===== src/rtl/colacc_pkg.sv =====
package colacc_pkg;

    localparam int DEF_N_CLU  = 4;
    localparam int DEF_N_LANE = 4;
    localparam int DEF_WORD_W = 12;
    localparam int DEF_CNT_W  = 4;
    localparam int DEF_POOL_W = 3;

    // Control bundle from the sequencer to every lane.
    typedef struct packed {
        logic clr;
        logic beat;
        logic pix_done;
        logic win_first;
        logic win_last;
    } lane_ctl_t;

    function automatic int acc_width(int word_w, int n_clu, int cnt_w);
        return word_w + $clog2(n_clu) + cnt_w;
    endfunction

endpackage


===== src/rtl/col_merge.sv =====
module col_merge
    import colacc_pkg::*;
#(
    parameter int N_CLU  = DEF_N_CLU,
    parameter int WORD_W = DEF_WORD_W,
    parameter int SUM_W  = WORD_W + $clog2(N_CLU)
) (
    input  logic [N_CLU-1:0]        valid,
    input  logic [N_CLU*WORD_W-1:0] words,
    output logic [SUM_W-1:0]        sum
);

    always_comb begin
        sum = '0;
        for (int c = 0; c < N_CLU; c++) begin
            if (valid[c]) begin
                sum = sum + SUM_W'(words[c*WORD_W +: WORD_W]);
            end
        end
    end

endmodule


===== src/rtl/col_seq.sv =====
module col_seq
    import colacc_pkg::*;
#(
    parameter int CNT_W  = DEF_CNT_W,
    parameter int POOL_W = DEF_POOL_W
) (
    input  logic              clk,
    input  logic              rst,
    input  logic              load,
    input  logic [CNT_W-1:0]  beats_in,
    input  logic [POOL_W-1:0] pool_in,
    input  logic              any_valid,
    output lane_ctl_t         ctl,
    output logic              wr
);

    logic [CNT_W-1:0]  beats_q;
    logic [POOL_W-1:0] pool_q;
    logic [CNT_W-1:0]  bcnt_q;
    logic [POOL_W-1:0] wcnt_q;

    always_comb begin
        ctl.clr       = load;
        ctl.beat      = any_valid & ~load;
        ctl.pix_done  = ctl.beat && (bcnt_q == beats_q - CNT_W'(1));
        ctl.win_first = (wcnt_q == '0);
        ctl.win_last  = (wcnt_q == pool_q - POOL_W'(1));
    end

    always_ff @(posedge clk) begin
        if (rst) begin
            beats_q <= CNT_W'(1);
            pool_q  <= POOL_W'(1);
            bcnt_q  <= '0;
            wcnt_q  <= '0;
            wr      <= 1'b0;
        end else begin
            wr <= ctl.pix_done & ctl.win_last;
            if (load) begin
                beats_q <= (beats_in == '0) ? CNT_W'(1) : beats_in;
                pool_q  <= (pool_in == '0) ? POOL_W'(1) : pool_in;
                bcnt_q  <= '0;
                wcnt_q  <= '0;
            end else if (ctl.beat) begin
                if (ctl.pix_done) begin
                    bcnt_q <= '0;
                    wcnt_q <= ctl.win_last ? '0 : wcnt_q + POOL_W'(1);
                end else begin
                    bcnt_q <= bcnt_q + CNT_W'(1);
                end
            end
        end
    end

endmodule


===== src/rtl/pool_lane.sv =====
module pool_lane
    import colacc_pkg::*;
#(
    parameter int SUM_W = DEF_WORD_W + 2,
    parameter int ACC_W = SUM_W + DEF_CNT_W
) (
    input  logic             clk,
    input  logic             rst,
    input  lane_ctl_t        ctl,
    input  logic [SUM_W-1:0] add,
    output logic [ACC_W-1:0] pix
);

    logic [ACC_W-1:0] acc_q;
    logic [ACC_W-1:0] max_q;
    logic [ACC_W-1:0] total;
    logic [ACC_W-1:0] cand;

    always_comb begin
        total = acc_q + ACC_W'(add);
        if (ctl.win_first || total > max_q) begin
            cand = total;
        end else begin
            cand = max_q;
        end
    end

    always_ff @(posedge clk) begin
        if (rst) begin
            acc_q <= '0;
            max_q <= '0;
            pix   <= '0;
        end else if (ctl.clr) begin
            acc_q <= '0;
        end else if (ctl.beat) begin
            if (ctl.pix_done) begin
                acc_q <= '0;
                max_q <= cand;
                if (ctl.win_last) begin
                    pix <= cand;
                end
            end else begin
                acc_q <= total;
            end
        end
    end

endmodule


===== src/rtl/col_accpool.sv =====
module col_accpool
    import colacc_pkg::*;
#(
    parameter int N_CLU  = DEF_N_CLU,
    parameter int N_LANE = DEF_N_LANE,
    parameter int WORD_W = DEF_WORD_W,
    parameter int CNT_W  = DEF_CNT_W,
    parameter int POOL_W = DEF_POOL_W,
    localparam int SUM_W = WORD_W + $clog2(N_CLU),
    localparam int ACC_W = acc_width(WORD_W, N_CLU, CNT_W)
) (
    input  logic                             clk,
    input  logic                             rst,
    input  logic                             cfg_load,
    input  logic [CNT_W-1:0]                 cfg_beats,
    input  logic [POOL_W-1:0]                cfg_pool,
    input  logic [N_CLU-1:0]                 clu_valid,
    input  logic [N_CLU*N_LANE*WORD_W-1:0]   clu_word,
    output logic                             out_wr,
    output logic [N_LANE*ACC_W-1:0]          out_pix
);

    lane_ctl_t ctl;

    col_seq #(
        .CNT_W (CNT_W),
        .POOL_W(POOL_W)
    ) i_seq (
        .clk      (clk),
        .rst      (rst),
        .load     (cfg_load),
        .beats_in (cfg_beats),
        .pool_in  (cfg_pool),
        .any_valid(|clu_valid),
        .ctl      (ctl),
        .wr       (out_wr)
    );

    for (genvar l = 0; l < N_LANE; l++) begin : g_lane
        logic [N_CLU*WORD_W-1:0] lane_words;
        logic [SUM_W-1:0]        lane_sum;

        always_comb begin
            for (int c = 0; c < N_CLU; c++) begin
                lane_words[c*WORD_W +: WORD_W] = clu_word[(c*N_LANE+l)*WORD_W +: WORD_W];
            end
        end

        col_merge #(
            .N_CLU (N_CLU),
            .WORD_W(WORD_W),
            .SUM_W (SUM_W)
        ) i_merge (
            .valid(clu_valid),
            .words(lane_words),
            .sum  (lane_sum)
        );

        pool_lane #(
            .SUM_W(SUM_W),
            .ACC_W(ACC_W)
        ) i_pool (
            .clk(clk),
            .rst(rst),
            .ctl(ctl),
            .add(lane_sum),
            .pix(out_pix[l*ACC_W +: ACC_W])
        );
    end

endmodule


===== config.mk =====
export PLATFORM = sky130hd
export DESIGN_NAME = col_accpool
export DESIGN_NICKNAME = d
export VERILOG_FILES = /design/src/rtl/colacc_pkg.sv /design/src/rtl/col_merge.sv /design/src/rtl/col_seq.sv /design/src/rtl/pool_lane.sv /design/src/rtl/col_accpool.sv
export SDC_FILE = /design/constraint.sdc
export NUM_CORES = 1
export LEC_CHECK = 0
export ABC_AREA = 0
export ABC_CLOCK_PERIOD_IN_PS = 13000
export BUFFER_PORTS_ARGS = -buffer_cell sky130_fd_sc_hd__clkbuf_2
export CAP_MARGIN = 25
export CORE_ASPECT_RATIO = 0.75
export CORE_MARGIN = 2
export CORE_UTILIZATION = 30
export CTS_BUF_LIST = sky130_fd_sc_hd__clkbuf_2 sky130_fd_sc_hd__clkbuf_4 sky130_fd_sc_hd__clkbuf_8
export DETAILED_ROUTE_END_ITERATION = 10
export SLEW_MARGIN = 20
export SYNTH_ARGS = -nofsm -noshare
export SYNTH_HDL_FRONTEND = slang
export SYNTH_SLANG_ARGS = --single-unit

===== constraint.sdc =====
create_clock -name clk -period 13 [get_ports clk]
set_clock_uncertainty 0.15 [all_clocks]
set_input_delay 0.65 -clock clk [delete_from_list [all_inputs] [get_ports clk]]
set_output_delay 0.65 -clock clk [all_outputs]
set_load 0.02 [all_outputs]

==> results.json, run 1 <==
{
  "cp_max_fo": 65,
  "gr-total-overflow": 0,
  "yosys_register_bits": 231,
  "crit_path_start_kind": "primary input",
  "insertion_delay_ps": 580,
  "slew_viol_final": 0,
  "min_period_ps": 10200,
  "mostFrequentLayoutCells": "ha_1, nor2_1, clkbuf_2, dfxtp_1, nand2_1",
  "setup.worst_path.start": "clu_valid[0]",
  "io_pins": 279,
  "grt_max_degree": 89,
  "dieArea_mm2": 0.07848,
  "finalPower_mw": 3.512,
  "wl_met3_um": 2604,
  "worst_pin_slew_ps": 949.0,
  "initial_core_util_pct": 30.36,
  "routed.top_layer": "met5",
  "dieWidth_um": 322.8,
  "reg2reg_from": "g_lane[0].i_pool.acc_q[0]$_SDFFE_PP0P_",
  "cts_tree": "done",
  "antenna_found_initial": 2,
  "synth_area_mm2": 0.02287,
  "hold_class": "primary input to register",
  "async_flop_share_pct": 0,
  "yosys.area.top_type": "dfxtp_1",
  "cts_inserted_buffers": 37,
  "tns_ps": 0,
  "drive_above_1_share_pct": 14.26,
  "die_h_um": 243.1,
  "ys_seq_area_share_pct": 20.22,
  "synth.top_cell.area_share_pct": 20.22,
  "hold_path_startpoint": "cfg_pool[1]",
  "grt_pass1_wl_um": 112300,
  "post_cts_buffers": 0,
  "cts_htree_levels": 2,
  "port_buffers": 278,
  "critPathTopFamily": "compound AO/OA/AOI/OAI gates",
  "path_clk_slew_ps": 60,
  "drv_cap": 0,
  "fill_cells": 8089,
  "clk_path_buf_depth": 3,
  "hold_buffers": 0,
  "crit_slowest_cell": "a2111oi_0",
  "syn_avg_cell_area_um2": 7.670,
  "ir_drop_mv": 0.09012,
  "outcome": "complete, no violations",
  "ys.flop_type": "dfxtp_1",
  "synth_nets": 3481,
  "cts.sinks": 231,
  "drt_first_pass_iters": 7,
  "route.detailed.drc": 0,
  "hold_viol_final": 0,
  "max_freq_ghz": 0.09803,
  "worstPathArrival_ps": 10470,
  "area_growth_pct": 13.73,
  "ys_types": 89,
  "crit_path_end_kind": "register",
  "syn_inst": 2982,
  "critPathKind": "primary input to register",
  "power.density_mw_per_mm2": 135.0,
  "viasPerCell": 5.148,
  "grt_pass1_vias": 20800,
  "antenna_cells": 0,
  "cts_resized": 0,
  "cpMostUsedCell": "ha_1",
  "total_leakage_power_nw": 11.29,
  "setup_violations": 0,
  "grtUsageTotal_pct": 17.55,
  "wl_met1_um": 31990,
  "num-nets-final": 3675,
  "maxSlewHeadroom_pct": 36.73,
  "core-area_mm2": 0.07533,
  "post_drt_wl_per_cell_um": 16.59,
  "postRouteAntennaNets": 0,
  "fin_crit_sh_pct": 78.47,
  "rsz0062_at_grt": "no",
  "vias": 21730,
  "dp_hpwl_um": 54280,
  "drt_iter0_drc": 1236,
  "wl_met2_um": 33570,
  "gp_congestion": 0.8668,
  "routed_wl_um": 70030,
  "row_count": 87,
  "cts_root_buffer": "clkbuf_8",
  "final_common_cell": "ha_1",
  "synth_edf_count": 0,
  "max_stage_delay_ps": 650,
  "worst-path-buf-inv": 2,
  "ys_top_cells_by_area": "dfxtp_1, ha_1, a21oi_1",
  "crit_required_ps": 13270,
  "yosysWarnings": 0
}
## metrics by stage
step	setup slack [ps]	hold slack (ps)	instances	util (%)	instance area, um^2
after global placement	2331	295.8	4156	33.40	25160
after global routing	1941	196.2	4221	34.53	26010
after CTS	2859	174.2	4220	34.51	26000
after floorplan	3109	285.6	2982	-	22870
final	2799	211.8	4221	34.53	26010
after detailed placement	2285	302.0	4159	33.46	25200
## final cells by class
class,count,area [um^2],area share [%]
clock buffers,49,630.6,2.424
multi-input cells,2393,16920,65.04
clock inverters,12,162.7,0.6253
flip-flops and latches,231,4624,17.78
inverters,210,788.3,3.030
repair buffers,303,1608,6.181
well taps,1023,1280,4.921
## worst min-delay path: stages
cell,delay [ps]
clkbuf_2,90
mux2i_1,60
nor2_1,80
## cell usage after synthesis, drive strengths merged (16+ instances only)
| cell type | instances |
|---|---|
| a311oi | 24 |
| and2 | 34 |
| fa | 16 |
| ha | 277 |
| nand2 | 217 |
| a2111oi | 17 |
| inv | 206 |
| a21o | 59 |
| a22oi | 48 |
| o211ai | 28 |
| xnor2 | 120 |
| or3 | 21 |
| nand3 | 120 |
| o21ai | 209 |
| and3 | 20 |
| o21a | 31 |
| a31oi | 24 |
| nor2b | 34 |
| a21oi | 218 |
| buf | 34 |
| xor2 | 56 |
| a211oi | 34 |
| mux2 | 53 |
| nand4 | 32 |
| nor2 | 278 |
| clkbuf | 114 |
| a21boi | 18 |
| o31ai | 22 |
| mux2i | 101 |
| nor3 | 73 |
| nand2b | 21 |
| dfxtp | 231 |
## sequential cells by signal, summed over array words and instances (netlist names)
signal / flops
g_lane.i_pool.acc_q: 72
g_lane.i_pool.max_q: 72
g_lane.i_pool.pix: 72
i_seq.bcnt_q: 4
i_seq.beats_q: 4
i_seq.pool_q: 3
i_seq.wcnt_q: 3
i_seq.wr: 1
## where the power goes
group | switching (mW) | internal [mW]
combinational | 1.19 | 0.799
clock | 0.326 | 0.395
sequential | 0.0371 | 0.763
total | 1.56 | 1.96
## worst paths after layout
| check | end | slack (ps) | cells after the start |
|---|---|---|---|
| hold reg to reg | g_lane[3].i_pool.acc_q[2]$_SDFFE_PP0P_ | 310 | 2 |
| setup reg to reg | g_lane[0].i_pool.pix[9]$_SDFFE_PP0P_ | 7560 | 22 |
| hold / removal | i_seq.pool_q[1]$_SDFFE_PP0P_ | 210 | 3 |
| setup / recovery | g_lane[0].i_pool.pix[9]$_SDFFE_PP0P_ | 2800 | 39 |
## routing by layer
layer  up-vias  track usage (%)
met3       101            2.119
met1     10060            22.68
li1      11180                -
met2       381            30.65
met4         4            4.569
met5         -                0
## logic make-up (layout without fill, tap and decap cells)
family | after synthesis | after routing | share of synthesized area, %
adder cells (fa/ha/maj) | 300 | 300 | 16.86
multiplexers | 154 | 154 | 7.046
AO/OA/AOI/OAI | 852 | 852 | 24.32
XOR/XNOR | 176 | 176 | 6.740
flip-flops | 231 | 231 | 20.22
buffers and inverters | 358 | 574 | 6.018
AND/OR/NAND/NOR | 911 | 911 | 18.80
Note: power is estimated with default switching activity, not from simulation.
==> inputs of run 2 (changes only) <==
- ABC_AREA: 0 -> 1
- ABC_CLOCK_PERIOD_IN_PS: 13000 -> 10000
- clock period: 13 -> 10 ns (I/O delays scaled with it)
==> results.json, run 2 <==
{
  "drive_above_1_share_pct": 9.032,
  "placed_area_mm2": 0.02668,
  "yosys_register_bits": 231,
  "insertion_delay_ps": 600,
  "grt_pass1_vias": 24240,
  "fill_cells": 8973,
  "final_common_cell": "nand2_1",
  "reg.largest.list": "g_lane.i_pool.acc_q x72, g_lane.i_pool.max_q x72, g_lane.i_pool.pix x72",
  "slew_viol_final": 0,
  "crit_path_start_kind": "primary input",
  "outcome": "complete, no violations",
  "crit_slowest_cell": "nand2_1",
  "post_drt_wl_per_cell_um": 14.34,
  "dieArea_mm2": 0.08372,
  "yosysWarnings": 0,
  "dieWidth_um": 333.4,
  "antenna_found_initial": 4,
  "use_met2_pct": 32.12,
  "area_growth_pct": 12.62,
  "dp_slack_ps": 1065,
  "hold_class": "primary input to register",
  "async_flop_share_pct": 0,
  "maxSlewHeadroom_pct": 33.77,
  "fin_crit_sh_pct": 83.66,
  "worstPathArrival_ps": 8710,
  "mostFrequentLayoutCells": "nand2_1, inv_1, nand3_1, a21oi_1, nor2_1",
  "power.density_mw_per_mm2": 149.6,
  "syn_avg_cell_area_um2": 5.990,
  "synth_edf_count": 0,
  "drt_iter0_drc": 1580,
  "min_period_ps": 8366,
  "total_leakage_power_nw": 14.69,
  "worst-path-buf-inv": 6,
  "viasPerCell": 4.794,
  "rsz0062_at_grt": "no",
  "place_inst": 5300,
  "drv_cap": 0,
  "ys_seq_area_share_pct": 18.94,
  "critPathTopFamily": "simple AND/OR/NAND/NOR gates",
  "initial_core_util_pct": 30.33,
  "multi_input_area_mm2": 0.01720,
  "post-synth-top-count-cell": "nand2_1",
  "setup_violations": 0,
  "worst_pin_slew_ps": 993.5,
  "gr-total-overflow": 0,
  "regArea_mm2": 0.004624,
  "dp_hpwl_um": 60340,
  "ys_top_cells_by_count": "nand2_1, inv_1, nand3_1",
  "vias": 25730,
  "grt_pass1_wl_um": 125000,
  "tns_ps": 0,
  "critPathKind": "primary input to register",
  "cpMostUsedCell": "nand2_1",
  "max_stage_delay_ps": 550,
  "max_freq_ghz": 0.1195,
  "cts_root_buffer": "clkbuf_8",
  "cts_tree": "done",
  "ys_top_cells_by_area": "dfxtp_1, nand2_1, ha_1",
  "syn_inst": 4077,
  "cp_max_fo": 35,
  "drt_first_pass_iters": 5,
  "synth_nets": 4576,
  "ir_drop_mv": 0.08886,
  "synth.top_cell.area_share_pct": 18.94,
  "setup_slack_ps": 1634,
  "met3_usage_pct": 2.191,
  "path_clk_slew_ps": 70,
  "yosys.area.top_type": "dfxtp_1",
  "io_pins": 279,
  "gp_congestion": 0.9152,
  "finalNonFillerCells": 5367,
  "ys.flop_type": "dfxtp_1",
  "postRouteAntennaNets": 0,
  "route.detailed.drc": 0,
  "crit_path_end_kind": "register",
  "clk_path_buf_depth": 3,
  "die_h_um": 251.1,
  "met1_usage_pct": 23.50,
  "min_path_cells": 3,
  "final_area_mm2": 0.02750,
  "core-area_mm2": 0.08051,
  "cts_inserted_buffers": 38,
  "ff2ff_path_depth": 24,
  "hold_slack_ps": 47.03,
  "crit_cells": 50,
  "grt_max_degree": 90,
  "cts.sinks": 231,
  "top_usage_layer": "met2",
  "row_count": 90,
  "synth_area_mm2": 0.02442,
  "num-nets-final": 4784,
  "ys_types": 42,
  "hold_viol_final": 0,
  "grtUsageTotal_pct": 18.11,
  "cts_htree_levels": 2,
  "crit_required_ps": 10350,
  "port_buffers": 278,
  "cts_resized": 0,
  "routed_wl_um": 76970
}
-- run 2: cell types whose count changed in the layout (fill, tap and decap cells not counted), moves of 47 or more --
cell	change
nand2_1	+977
inv_1	+316
nor2_1	+47
nand3_1	+397
a21oi_1	+140
o21ai_0	-55
a22oi_1	-48
mux2i_1	-101
xnor2_1	-92
mux2_2	-52
a21o_1	-48
-- run 2: per-layer routing --
metal	vias to the layer above	part of all wire [%]
met1	11480	46
met4	0	1.9
met2	501	47
met3	78	4.3
met5	-	0
li1	13670	-
-- run 2: kinds of logic after synthesis --
family | count (synthesis) | share of synthesized area [%]
compound gates | 593 | 12.95
xor+xnor | 127 | 4.555
fa+ha+maj | 293 | 15.50
buf+inv | 662 | 10.73
flops | 231 | 18.94
simple gates | 2171 | 37.33
-- run 2: worst paths after layout --
kind                                     startpoint                                       to  slack, ps
max                                    clu_valid[0]  g_lane[3].i_pool.max_q[17]$_SDFFE_PP0P_       1630
min                                    cfg_beats[3]            i_seq.beats_q[3]$_SDFFE_PP0P_         50
max reg2reg  g_lane[3].i_pool.acc_q[0]$_SDFFE_PP0P_  g_lane[3].i_pool.max_q[17]$_SDFFE_PP0P_       5570
min reg2reg  g_lane[2].i_pool.acc_q[9]$_SDFFE_PP0P_   g_lane[2].i_pool.acc_q[9]$_SDFFE_PP0P_        320
-- run 2: power breakdown --
part / internal (mW) / switching [mW] / leakage (nW)
sequential: 0.988 / 0.0369 / 1.88
combinational: 0.751 / 1.42 / 12.4
clock: 0.497 / 0.426 / 0.423
total: 2.24 / 1.88 / 14.7
-- run 2: area by class of cell --
cell class,instances,area share (%)
timing repair buffer,300,5.696
clock buffer,52,2.511
clock inverter,10,0.3640
multi-input combinational,3184,62.53
inverter,530,7.252
tap,1058,4.813
antenna,2,0.01820
sequential,231,16.81
-- run 2: metrics by stage --
stage / total power [mW] / utilization (%)
after floorplan: 2.647 / -
after detailed placement: 3.213 / 33.13
after global placement: 3.199 / 33.13
after CTS: 4.164 / 34.15
after global routing: 4.522 / 34.16
final: 4.114 / 34.16
-- run 2: worst register-to-register path, cell delays in order (launching register included) --
cell and delay, ps:
dfxtp_1 330, ha_1 170, inv_1 60, fa_1 430, inv_1 70, nand3_1 60
nand2_1 130, nand2_1 60, nand2_1 110, nand2_1 70, nand2_1 140, xor2_1 350
ha_1 320, nand4_1 110, inv_1 50, nand2_1 60, nand3_1 80, nand2_1 70
nand3_1 60, nand2_1 550, nand2_2 460, nand2_1 220, nand3_1 80, nand2_1 110
inv_1 50
-- run 2: what timing repair did --
item                      in CTS  in global routing
hold endpoints to repair       3                  0
hold buffers                   3                  0
buffers inserted               0                  0
